$ cat config.mk
export PLATFORM = sky130hd
export DESIGN_NAME = spread_tri_mod
export DESIGN_NICKNAME = d
export VERILOG_FILES = /design/src/rtl/spread_pkg.sv /design/src/rtl/spread_extremes.sv /design/src/rtl/spread_step_div.sv /design/src/rtl/spread_ramp.sv /design/src/rtl/spread_tri_mod.sv
export SDC_FILE = /design/constraint.sdc
export NUM_CORES = 1
export LEC_CHECK = 0
export ABC_AREA = 1
export BUFFER_PORTS_ARGS = -buffer_cell sky130_fd_sc_hd__buf_4
export CAP_MARGIN = 20
export CORE_MARGIN = 10
export CORE_UTILIZATION = 65
export DETAILED_ROUTE_END_ITERATION = 7
export HOLD_SLACK_MARGIN = 0.15
export MAX_ROUTING_LAYER = met4
export PLACE_DENSITY = 0.83
export SLEW_MARGIN = 10
export SYNTH_ARGS = -nofsm -noshare
export SYNTH_HDL_FRONTEND = slang
export SYNTH_SLANG_ARGS = --single-unit
$ cat constraint.sdc
create_clock -name clk_i -period 9.66 [get_ports clk_i]
set_clock_uncertainty 0.1 [all_clocks]
set_input_delay 1.932 -clock clk_i [delete_from_list [all_inputs] [get_ports clk_i]]
set_output_delay 1.932 -clock clk_i [all_outputs]
set_load 0.1 [all_outputs]
$ cat src/rtl/spread_pkg.sv
package spread_pkg;
  typedef enum logic {
    SPREAD_DOWN   = 1'b0,
    SPREAD_CENTER = 1'b1
  } spread_mode_e;

  localparam int unsigned MIN_HALF = 2;
endpackage

$ cat src/rtl/spread_extremes.sv
// Upper/lower extremes and total excursion for a requested setting.
module spread_extremes
  import spread_pkg::*;
#(
  parameter int unsigned OFS_W   = 16,
  localparam int unsigned DEPTH_W = OFS_W - 1
) (
  input  spread_mode_e             mode_i,
  input  logic [DEPTH_W-1:0]       depth_i,
  output logic signed [OFS_W-1:0]  top_o,
  output logic signed [OFS_W-1:0]  low_o,
  output logic [OFS_W-1:0]         span_o
);
  logic [OFS_W-1:0] half_depth;
  logic [OFS_W-1:0] full_depth;

  assign half_depth = {2'b00, depth_i[DEPTH_W-1:1]};
  assign full_depth = {1'b0, depth_i};

  always_comb begin
    if (mode_i == SPREAD_CENTER) begin
      top_o  = $signed(half_depth);
      low_o  = -$signed(half_depth);
      span_o = {half_depth[OFS_W-2:0], 1'b0};
    end else begin
      top_o  = '0;
      low_o  = -$signed(full_depth);
      span_o = full_depth;
    end
  end
endmodule

$ cat src/rtl/spread_step_div.sv
// Half period and per-tick fractional step for a requested setting.
module spread_step_div
  import spread_pkg::*;
#(
  parameter int unsigned OFS_W  = 16,
  parameter int unsigned PER_W  = 16,
  parameter int unsigned FRAC_W = 8,
  localparam int unsigned ACC_W = OFS_W + FRAC_W
) (
  input  logic [OFS_W-1:0] span_i,
  input  logic [PER_W-1:0] period_i,
  output logic [PER_W-1:0] half_o,
  output logic [ACC_W-1:0] step_o
);
  logic [PER_W-1:0] raw_half;
  logic [ACC_W-1:0] numer;
  logic [ACC_W-1:0] denom;

  assign raw_half = {1'b0, period_i[PER_W-1:1]};
  assign half_o   = (raw_half < PER_W'(MIN_HALF)) ? PER_W'(MIN_HALF) : raw_half;
  assign numer    = {span_i, {FRAC_W{1'b0}}};
  assign denom    = ACC_W'(half_o);
  assign step_o   = numer / denom;
endmodule

$ cat src/rtl/spread_ramp.sv
// Position counter, fractional ramp accumulator and latched setting.
module spread_ramp
  import spread_pkg::*;
#(
  parameter int unsigned OFS_W  = 16,
  parameter int unsigned PER_W  = 16,
  parameter int unsigned FRAC_W = 8,
  localparam int unsigned ACC_W = OFS_W + FRAC_W
) (
  input  logic                    clk_i,
  input  logic                    rst_ni,
  input  logic                    en_i,
  input  spread_mode_e            mode_i,
  input  logic signed [OFS_W-1:0] top_i,
  input  logic signed [OFS_W-1:0] low_i,
  input  logic [PER_W-1:0]        half_i,
  input  logic [ACC_W-1:0]        step_i,
  output logic signed [OFS_W-1:0] offset_o,
  output logic                    dir_up_o,
  output logic                    wrap_o,
  output spread_mode_e            mode_o,
  output logic signed [OFS_W-1:0] top_o,
  output logic signed [OFS_W-1:0] low_o
);
  logic                    run_q, run_d;
  logic [PER_W-1:0]        cnt_q, cnt_d;
  logic signed [ACC_W-1:0] acc_q, acc_d;
  logic [ACC_W-1:0]        step_q;
  logic [PER_W-1:0]        half_q;
  logic signed [OFS_W-1:0] top_q, low_q;
  spread_mode_e            mode_q;

  logic                    last_tick;
  logic                    load;
  logic [PER_W-1:0]        cnt_inc;
  logic signed [ACC_W:0]   acc_move;
  logic signed [ACC_W:0]   top_fx, low_fx;

  assign last_tick = (cnt_q == ({half_q[PER_W-2:0], 1'b0} - PER_W'(1)));
  assign load      = en_i && (!run_q || last_tick);
  assign cnt_inc   = cnt_q + PER_W'(1);
  assign top_fx    = {top_q[OFS_W-1], top_q, {FRAC_W{1'b0}}};
  assign low_fx    = {low_q[OFS_W-1], low_q, {FRAC_W{1'b0}}};

  // next state
  always_comb begin
    run_d    = run_q;
    cnt_d    = cnt_q;
    acc_d    = acc_q;
    acc_move = '0;
    if (!en_i) begin
      run_d = 1'b0;
      cnt_d = '0;
      acc_d = '0;
    end else if (load) begin
      run_d = 1'b1;
      cnt_d = '0;
      acc_d = {top_i, {FRAC_W{1'b0}}};
    end else begin
      cnt_d = cnt_inc;
      if (cnt_inc == half_q) begin
        acc_move = low_fx;
      end else if (cnt_inc < half_q) begin
        acc_move = {acc_q[ACC_W-1], acc_q} - $signed({1'b0, step_q});
      end else begin
        acc_move = {acc_q[ACC_W-1], acc_q} + $signed({1'b0, step_q});
      end
      if (acc_move < low_fx)      acc_d = low_fx[ACC_W-1:0];
      else if (acc_move > top_fx) acc_d = top_fx[ACC_W-1:0];
      else                        acc_d = acc_move[ACC_W-1:0];
    end
  end

  // registers
  always_ff @(posedge clk_i or negedge rst_ni) begin
    if (!rst_ni) begin
      run_q <= 1'b0;
      cnt_q <= '0;
      acc_q <= '0;
    end else begin
      run_q <= run_d;
      cnt_q <= cnt_d;
      acc_q <= acc_d;
    end
  end

  always_ff @(posedge clk_i or negedge rst_ni) begin
    if (!rst_ni) begin
      step_q <= '0;
      half_q <= PER_W'(MIN_HALF);
      top_q  <= '0;
      low_q  <= '0;
      mode_q <= SPREAD_DOWN;
    end else if (load) begin
      step_q <= step_i;
      half_q <= half_i;
      top_q  <= top_i;
      low_q  <= low_i;
      mode_q <= mode_i;
    end
  end

  assign offset_o = acc_q[ACC_W-1:FRAC_W];
  assign dir_up_o = run_q && (cnt_q >= half_q);
  assign wrap_o   = run_q && last_tick;
  assign mode_o   = mode_q;
  assign top_o    = top_q;
  assign low_o    = low_q;


  dis_zero_chk: assert property (@(posedge clk_i) disable iff (!rst_ni)
    !$past(en_i) |-> (offset_o == '0) && !dir_up_o && !wrap_o);


  start_top_chk: assert property (@(posedge clk_i) disable iff (!rst_ni)
    $rose(run_q) |-> (offset_o == top_q));


  wrap_once_chk: assert property (@(posedge clk_i) disable iff (!rst_ni)
    wrap_o |=> !wrap_o);


  cfg_hold_chk: assert property (@(posedge clk_i) disable iff (!rst_ni)
    ($past(run_q) && run_q && !$past(wrap_o)) |->
      ($stable(step_q) && $stable(half_q) && $stable(low_q) && $stable(top_q)));
endmodule

$ cat src/rtl/spread_tri_mod.sv
module spread_tri_mod
  import spread_pkg::*;
#(
  parameter int unsigned OFS_W  = 16,
  parameter int unsigned PER_W  = 16,
  parameter int unsigned FRAC_W = 8,
  localparam int unsigned DEPTH_W = OFS_W - 1,
  localparam int unsigned ACC_W   = OFS_W + FRAC_W
) (
  input  logic                    clk_i,
  input  logic                    rst_ni,
  input  logic                    en_i,
  input  logic                    center_i,
  input  logic [DEPTH_W-1:0]      depth_i,
  input  logic [PER_W-1:0]        period_i,
  output logic signed [OFS_W-1:0] offset_o,
  output logic                    dir_up_o,
  output logic                    wrap_o
);
  spread_mode_e            mode_in, mode_q;
  logic signed [OFS_W-1:0] top_in, low_in, top_q, low_q;
  logic [OFS_W-1:0]        span_in;
  logic [PER_W-1:0]        half_in;
  logic [ACC_W-1:0]        step_in;

  assign mode_in = center_i ? SPREAD_CENTER : SPREAD_DOWN;

  spread_extremes #(.OFS_W(OFS_W)) i_extremes (
    .mode_i  (mode_in),
    .depth_i (depth_i),
    .top_o   (top_in),
    .low_o   (low_in),
    .span_o  (span_in)
  );

  spread_step_div #(.OFS_W(OFS_W), .PER_W(PER_W), .FRAC_W(FRAC_W)) i_step_div (
    .span_i   (span_in),
    .period_i (period_i),
    .half_o   (half_in),
    .step_o   (step_in)
  );

  spread_ramp #(.OFS_W(OFS_W), .PER_W(PER_W), .FRAC_W(FRAC_W)) i_ramp (
    .clk_i    (clk_i),
    .rst_ni   (rst_ni),
    .en_i     (en_i),
    .mode_i   (mode_in),
    .top_i    (top_in),
    .low_i    (low_in),
    .half_i   (half_in),
    .step_i   (step_in),
    .offset_o (offset_o),
    .dir_up_o (dir_up_o),
    .wrap_o   (wrap_o),
    .mode_o   (mode_q),
    .top_o    (top_q),
    .low_o    (low_q)
  );


  down_bound_chk: assert property (@(posedge clk_i) disable iff (!rst_ni)
    (mode_q == SPREAD_DOWN) |-> (offset_o <= 0) && (offset_o >= low_q));


  center_bound_chk: assert property (@(posedge clk_i) disable iff (!rst_ni)
    (mode_q == SPREAD_CENTER) |-> (offset_o <= top_q) && (offset_o >= -top_q));


  rise_mono_chk: assert property (@(posedge clk_i) disable iff (!rst_ni)
    (dir_up_o && $past(dir_up_o)) |-> (offset_o >= $past(offset_o)));
endmodule

==> summary.md, run 1 <==
| Metric | Value |
|---|---|
| Status | `did not finish` |
| Failing step | `clock tree synthesis (4_1_cts)` |
| Stop Error | `[ERROR DPL-0038] Utilization greater than 100%, impossible to legalize` |
| Die Y | `207 um` |
| Post-DP Area | `0.0304 sq mm` |
| Top cells by instance count after synthesis | `nand2_1 (789), inv_1 (535), ha_1 (337), o21ai_0 (294), nor2_1 (276)` |
| Most frequent cell after synthesis | `nand2_1` |
| DP HPWL | `75600 um` |
| Area leader, netlist | `ha_1` |
| CTS resizes | `392` |
| CTS Buf Count | `9` |
| Top FF cell, synth | `dfrtp_1` |
| CTS Sinks | `110` |
| Post-Synth XOR/XNOR Area | `9.62%` |
| Syn nets | `3970` |
| Hold buffers post-CTS | `0` |
| Post-Place Setup Slack | `-41570 ps` |
| Area contributors post-synth | `ha_1 (19%), nand2_1 (13%), dfrtp_1 (12%), inv_1 (8.9%), o21ai_0 (6.5%)` |
| Syn. warnings | `0` |
| Register area share after synthesis | `12.1%` |
| Largest family of logic cells by synthesized area | `simple AND/OR/NAND/NOR gates` |
| Buffers on Ports | `51` |
| Ys async rst share | `100%` |
| Post-Synth Adder-Cell Area | `18.8%` |
| Complex-gate fraction of the synthesized area | `18.2%` |
| Final GP Congestion | `1.05` |
| Num rows | `68` |
| Die width | `207 um` |
| Post-Synthesis Cells | `3596` |
| Area fraction in and, or, nand and nor cells after synthesis | `29.6%` |
| IO Pins | `53` |
| Starting Density | `65.8%` |
| Setup Fix Bufs, Post-CTS | `525` |
| Clock Root Buffer | `clkbuf_16` |
| Synth Cell Area | `0.0227 sq mm` |
| EDFF count, synth | `0` |
| Yosys cell types | `61` |
| Post-synth top area share | `18.6%` |
| Clk buf depth | `2` |
| H-tree depth | `3` |
| Post-synthesis mux area share | `0.0441%` |
| Synth Register Bits | `110` |
| Syn Area/Cell | `6.31 sq um` |
[stage by stage]
step	utilization (%)	TNS, ps	hold slack (ps)	instances
after floorplan	-	-379100	372	3596
after detailed placement	88.3	-412690	414	4903
after global placement	88.3	-347880	395	4903
[cells by family after synthesis]
group | count (synthesis)
adder cells (fa/ha/maj) | 339
multiplexers | 1
AND/OR/NAND/NOR | 1483
XOR/XNOR | 249
buffers and inverters | 674
other | 1
flip-flops | 110
AO/OA/AOI/OAI | 739
==> run 2, diff against run 1 <==
Settings changed: CORE_UTILIZATION 65 to 40, HOLD_SLACK_MARGIN 0.15 to unset, MAX_ROUTING_LAYER met4 to unset, PLACE_DENSITY 0.83 to unset, PLACE_DENSITY_LB_ADDON set to 0.15.
==> run 2 against run 1 <==
Compared with the run above: the flow now finishes, with violations (setup timing); synthesized area stayed put; synthesized cell count did not move.
==> summary.md, run 2 <==
| Metric | Value |
|---|---|
| Status | `finished with violations` |
| Failing checks | `setup timing` |
| Yosys cell types | `61 (unchanged)` |
| EDFF count, synth | `0 (unchanged)` |
| Slew @ Worst Pin | `1020 ps` |
| Antenna Violating Nets Remaining | `0` |
| DR WL/cell | `15.5 um` |
| Worst hold path type | `reg2reg` |
| Max Fanout on Critical Path | `9` |
| DP HPWL | `62300 um (-18%)` |
| Syn Area/Cell | `6.31 sq um (unchanged)` |
| DRC | `0` |
| Max stage delay on crit path | `310 ps` |
| Ant diodes | `0` |
| Pin count of the biggest net entering global routing | `105` |
| Syn. warnings | `0 (unchanged)` |
| Setup ws final | `-37750 ps` |
| Die width | `258 um (+25%)` |
| CTS Sinks | `110 (unchanged)` |
| CTS tree | `yes` |
| Layout cell share with drive strength beyond 1 | `40.4%` |
| Final Slew Violations | `0` |
| Top cells by instance count after synthesis | `nand2_1 (789), inv_1 (535), ha_1 (337), o21ai_0 (294), nor2_1 (276)` |
| Starting DRT DRC Count | `1818` |
| Most frequent cells in the layout | `buf_4 (1401), nand2_1 (708), inv_1 (487)` |
| GR Overflow Total | `0` |
| Clock Pin Slew Worst Setup and Hold Paths | `80 ps` |
| Endpoint, Worst Hold | `i_ramp.step_q[23]$_DFFE_PN0P_` |
| Vias per inst | `5.00` |
| Biggest regs | `i_ramp.acc_q x24, i_ramp.step_q x24` |
| Die area | `0.0666 sq mm` |
| Final GP Congestion | `0.940 (-10%)` |
| Register area share after synthesis | `12.1% (unchanged)` |
| Hold buffers post-CTS | `0 (unchanged)` |
| H-tree depth | `3 (unchanged)` |
| WS Path Type | `in2reg` |
| Most frequent cell after synthesis | `nand2_1` |
| IO Pins | `53 (unchanged)` |
| Syn nets | `3970 (unchanged)` |
| Most common cell after layout, fill and taps aside | `buf_4` |
| Num rows | `87 (+28%)` |
| Worst Setup Start Kind | `input pin` |
| Area contributors post-synth | `ha_1 (19%), nand2_1 (13%), dfrtp_1 (12%), inv_1 (8.9%), o21ai_0 (6.5%)` |
| Total GRT Usage | `24.6%` |
| Number of antenna violations at the first check in global routing | `2` |
| CTS Buf Count | `9 (unchanged)` |
| Worst path required time | `9820 ps` |
| Final setup fails | `18` |
| Worst R2R Setup Slack | `770 ps` |
| Critical path depth in cells | `374` |
| Area Growth Syn to Fin | `60.3%` |
| Area leader, netlist | `ha_1` |
| R2R Path Start | `i_ramp.cnt_q[0]$_DFF_PN0_` |
| Synth Register Bits | `110 (unchanged)` |
| WP buf/inv | `132` |
| Fmax achieved | `21.1 MHz` |
| Tcrit/Tclk final | `491%` |
| Max-cap viol count | `0` |
| Vias in the first global route | `27000` |
| # placed instances | `5264 (+7.4%)` |
| Die Y | `258 um (+25%)` |
| Starting Density | `40.3% (-26 points)` |
| RR Endpoint | `i_ramp.acc_q[13]$_DFF_PN0_` |
| Hold Vio Cnt, Final | `0` |
| CP delay by family, top | `compound AO/OA/AOI/OAI gates` |
| Clock latency on the worst-skew pair | `370 ps` |
| Slowest stage cell, crit path | `ha_1` |
| Final worst path period need | `47410 ps` |
| Layout Nets | `5322` |
| Initial DRT Pass Iterations | `6` |
| Ys async rst share | `100% (unchanged)` |
| Clk buf depth | `2 (unchanged)` |
| R2r worst-path depth | `65` |
| Buffers on Ports | `51 (unchanged)` |
| Hold WS | `422 ps` |
| Worst hold stages | `2` |
| Top FF cell, synth | `dfrtp_1` |
| Crit. End Element | `register` |
| WL final | `88700 um` |
| RSZ-0062 raised after global routing | `yes` |
| CP most frequent cell | `buf_4` |
| First-pass GRT wire length | `136000 um` |
| Worst EP arrival | `47570 ps` |
| Finished Layout Cells | `5709` |
| Post-Synthesis Cells | `3596 (unchanged)` |
| Post-synth top area share | `18.6% (unchanged)` |
| Slew headroom | `32.0%` |
| Via Count | `28500` |
| Synth Cell Area | `0.0227 sq mm (unchanged)` |
| Clock Root Buffer | `clkbuf_16` |
| Area of the core | `0.0563 sq mm` |
| Hold Crit Start | `i_ramp.step_q[23]$_DFFE_PN0P_` |
-- run 2: cell counts after synthesis --
No cell type changed its count.
-- run 2: logic make-up after synthesis --
group / Yosys count / synth area share (%)
simple gates: 1483 / 29.6
buf+inv: 674 / 11.6
mux: 1 / 0.0441
compound gates: 739 / 18.2
fa+ha+maj: 339 / 18.8
flops: 110 / 12.1
other cells: 1 / 0.0165
xor+xnor: 249 / 9.62
-- run 2: tightest hold or removal path, delay by kind of cell (launching register included) --
| family | cells | cell delay (ps) |
|---|---|---|
| simple gates | 1 | 90 |
| flops | 1 | 330 |
| buf+inv | 1 | 60 |
-- run 2: worst max-delay path by stage --
stage	startpoint	endpoint
final	period_i[15]	i_ramp.step_q[0]$_DFFE_PN0P_
after floorplan	period_i[12]	i_ramp.step_q[0]$_DFFE_PN0P_
after detailed placement	period_i[12]	i_ramp.step_q[0]$_DFFE_PN0P_
after global placement	period_i[15]	i_ramp.step_q[0]$_DFFE_PN0P_
after global routing	period_i[15]	i_ramp.step_q[0]$_DFFE_PN0P_
after CTS	period_i[11]	i_ramp.step_q[0]$_DFFE_PN0P_
-- run 2: cell type report --
cell class | count | area, sq um
Fill cell | 4832 | 19900
Multi-Input combinational cell | 2814 | 19200
Timing Repair Buffer | 1434 | 10900
Sequential cell | 110 | 2760
Inverter | 577 | 2230
Tap cell | 756 | 946
Clock buffer | 10 | 239
Clock inverter | 6 | 77.6
Timing Repair inverter | 2 | 13.8
-- run 2: what timing repair did --
item                       CTS  global route
pin swaps                  186           192
setup buffers              352            89
setup endpoints to repair   18            43
hold endpoints to repair     0             0
gates cloned                 4             1
resized for setup          177           251
-- run 2: per-layer routing --
metal / vias up / GRT usage, % / share of wire [%]
met5: - / 0 / 0.020
li1: 14500 / - / -
met1: 13000 / 33.5 / 46
met2: 791 / 40.7 / 46
met4: 4 / 6.11 / 2.9
met3: 183 / 2.70 / 5.8
-- run 2: metrics by stage --
stage,setup slack (ps),TNS [ps],cell area [sq um],util (%)
after floorplan,-39790,-379100,23300,-
after global placement,-37640,-355780,31200,55.4
after detailed placement,-39070,-370960,31200,55.4
after CTS,-35540,-333540,34900,62.0
after global routing,-40470,-390420,36400,64.6
final,-37750,-362130,36400,64.6
Power of run 2 is not shown: default switching activity piles up to over one toggle a cycle in this logic, so the estimate is an artifact.
==> run 3, diff against run 2 <==
Settings changed: SKIP_LAST_GASP set to 1.
==> run 3 against run 2 <==
Compared with the run above: the flow still finishes with violations (setup timing); hold slack is essentially flat; cell area is essentially flat; sequential share of layout area is essentially flat; highest routed layer unchanged.
==> summary.md, run 3 (synthesized netlist as in run 2, its figures left out) <==
| Metric | Value |
|---|---|
| Status | `finished with violations` |
| Failing checks | `setup timing` |
| Buffers on Ports | `51 (unchanged)` |
| Final GP Congestion | `0.940 (unchanged)` |
| Tcrit/Tclk final | `492% (+0.86 points)` |
| Crit. End Element | `register` |
| CTS tree | `yes` |
| CTS Sinks | `110 (unchanged)` |
| Layout filler cell count | `4829 (-0.062%)` |
| Register area | `0.00276 sq mm (unchanged)` |
| CP most frequent cell | `buf_4` |
| First-pass GRT wire length | `136000 um (about the same)` |
| Max Fanout on Critical Path | `9 (unchanged)` |
| Slew headroom | `32.8% (+0.80 points)` |
| Final Cell Area | `0.0363 sq mm (about the same)` |
| Clk buf depth | `2 (unchanged)` |
| DR WL/cell | `15.5 um (+0.10%)` |
| Num rows | `87 (unchanged)` |
| Initial DRT Pass Iterations | `6 (unchanged)` |
| Layout cell share with drive strength beyond 1 | `40.2% (-0.16 points)` |
| Worst R2R Setup Slack | `810 ps (+40 ps)` |
| Slowest stage cell, crit path | `ha_1` |
| Ant diodes | `0 (unchanged)` |
| Area of the core | `0.0563 sq mm (unchanged)` |
| Die width | `258 um (unchanged)` |
| GR Overflow Total | `0 (unchanged)` |
| Antenna Violating Nets Remaining | `0 (unchanged)` |
| Vias in the first global route | `27000 (+0.011%)` |
| Pin count of the biggest net entering global routing | `105 (unchanged)` |
| Final worst path period need | `47490 ps (+83.1 ps)` |
| Final setup fails | `18 (unchanged)` |
| Worst Setup Start Kind | `input pin` |
| Post-Place Setup Slack | `-39070 ps (unchanged)` |
| Clock Root Buffer | `clkbuf_16` |
| Total GRT Usage | `24.6% (about the same)` |
| Final Slew Violations | `0 (unchanged)` |
| Max-cap viol count | `0 (unchanged)` |
| Max stage delay on crit path | `340 ps (+30 ps)` |
| Worst path required time | `9820 ps (about the same)` |
| Fmax achieved | `21.1 MHz (-0.18%)` |
| CTS Buf Count | `9 (unchanged)` |
| Starting Density | `40.3% (unchanged)` |
| DRC | `0 (unchanged)` |
| Most frequent cells in the layout | `buf_4 (1395), nand2_1 (710), inv_1 (488)` |
| IO Pins | `53 (unchanged)` |
| Hold buffers post-CTS | `0 (unchanged)` |
| WL final | `88700 um (+0.10%)` |
| Finished Layout Cells | `5709 (unchanged)` |
| Worst EP arrival | `47650 ps (+80 ps)` |
| RSZ-0062 raised after global routing | `yes` |
| Clock latency on the worst-skew pair | `380 ps (about the same)` |
| Clock Pin Slew Worst Setup and Hold Paths | `80 ps (about the same)` |
| Area Growth Syn to Fin | `60.3% (about the same)` |
| Die area | `0.0666 sq mm (unchanged)` |
| Worst hold path type | `reg2reg` |
| Post-DP Area | `0.0312 sq mm (unchanged)` |
| Final Util | `64.6% (about the same)` |
| Vias per inst | `4.99 (about the same)` |
| Die Y | `258 um (unchanged)` |
| WS Path Type | `in2reg` |
| Via Count | `28500 (-0.098%)` |
| # placed instances | `5264 (unchanged)` |
| Starting DRT DRC Count | `1899 (+4.5%)` |
| Hold Vio Cnt, Final | `0 (unchanged)` |
| Slew @ Worst Pin | `1010 ps (-12.0 ps)` |
| Most common cell after layout, fill and taps aside | `buf_4` |
| Biggest regs | `i_ramp.acc_q x24, i_ramp.step_q x24` |
| H-tree depth | `3 (unchanged)` |
| Setup ws final | `-37830 ps (-83.1 ps)` |
| Area of the multi-input gates | `0.0191 sq mm (-0.15%)` |
| Number of antenna violations at the first check in global routing | `2 (unchanged)` |
| Layout Nets | `5322 (unchanged)` |
| DP HPWL | `62300 um (unchanged)` |
run 3: changes by cell type in the layout (fill, tap and decap cells not counted), moves of 2 or more:
cell,before,now
buf_6,29,35
nor2_2,23,21
buf_4,1401,1395
nand2_4,13,11
nand2_1,708,710
nor2_1,246,248
run 3: final timing paths:
path                                          startpoint                       endpoint  cells after the start
min in group asynchronous                         rst_ni      i_ramp.cnt_q[7]$_DFF_PN0_                      1
min reg2reg                i_ramp.step_q[23]$_DFFE_PN0P_  i_ramp.step_q[23]$_DFFE_PN0P_                      2
max in group asynchronous                         rst_ni      i_ramp.cnt_q[2]$_DFF_PN0_                      2
max reg2reg                    i_ramp.cnt_q[0]$_DFF_PN0_     i_ramp.acc_q[13]$_DFF_PN0_                     65
min                        i_ramp.step_q[23]$_DFFE_PN0P_  i_ramp.step_q[23]$_DFFE_PN0P_                      2
max                                         period_i[15]   i_ramp.step_q[0]$_DFFE_PN0P_                    378
run 3: final cells by class:
type	count	share of cell area, %
clock buffer	10	0.657
clock inverter	6	0.213
inverter	577	6.13
multi-input combinational	2814	52.7
sequential	110	7.58
tap	756	2.60
timing repair buffer	1434	30.1
timing repair inverter	2	0.0379
run 3: metal layers:
| layer | part of all wire (%) | global-route usage [%] | up-vias |
|---|---|---|---|
| met4 | 2.9 | 6.14 | 4 |
| met3 | 5.8 | 2.71 | 193 |
| met2 | 46 | 40.7 | 780 |
| met5 | 0.020 | 0 | - |
| met1 | 46 | 33.5 | 13000 |
| li1 | - | - | 14500 |
run 3: timing repair:
item / in CTS / in global routing
cloned: 4 / 1
resized for setup: 174 / 252
endpoints found under the setup margin: 18 / 43
setup buffers: 352 / 89
pin swaps: 185 / 163
run 3: critical path, delay by kind of cell:
family | cells | cell delay, ps
compound gates | 104 | 14670
xor+xnor | 5 | 800
fa+ha+maj | 23 | 5690
buf+inv | 121 | 11790
simple gates | 125 | 12680
run 3: per-stage QoR:
step | hold slack [ps] | setup TNS (ps)
global placement | 399 | -355780
global route | 464 | -389490
floorplan | 372 | -379100
detailed placement | 405 | -370960
finish | 422 | -363560
CTS | 422 | -333900
Power of run 3 is left out for the same reason.
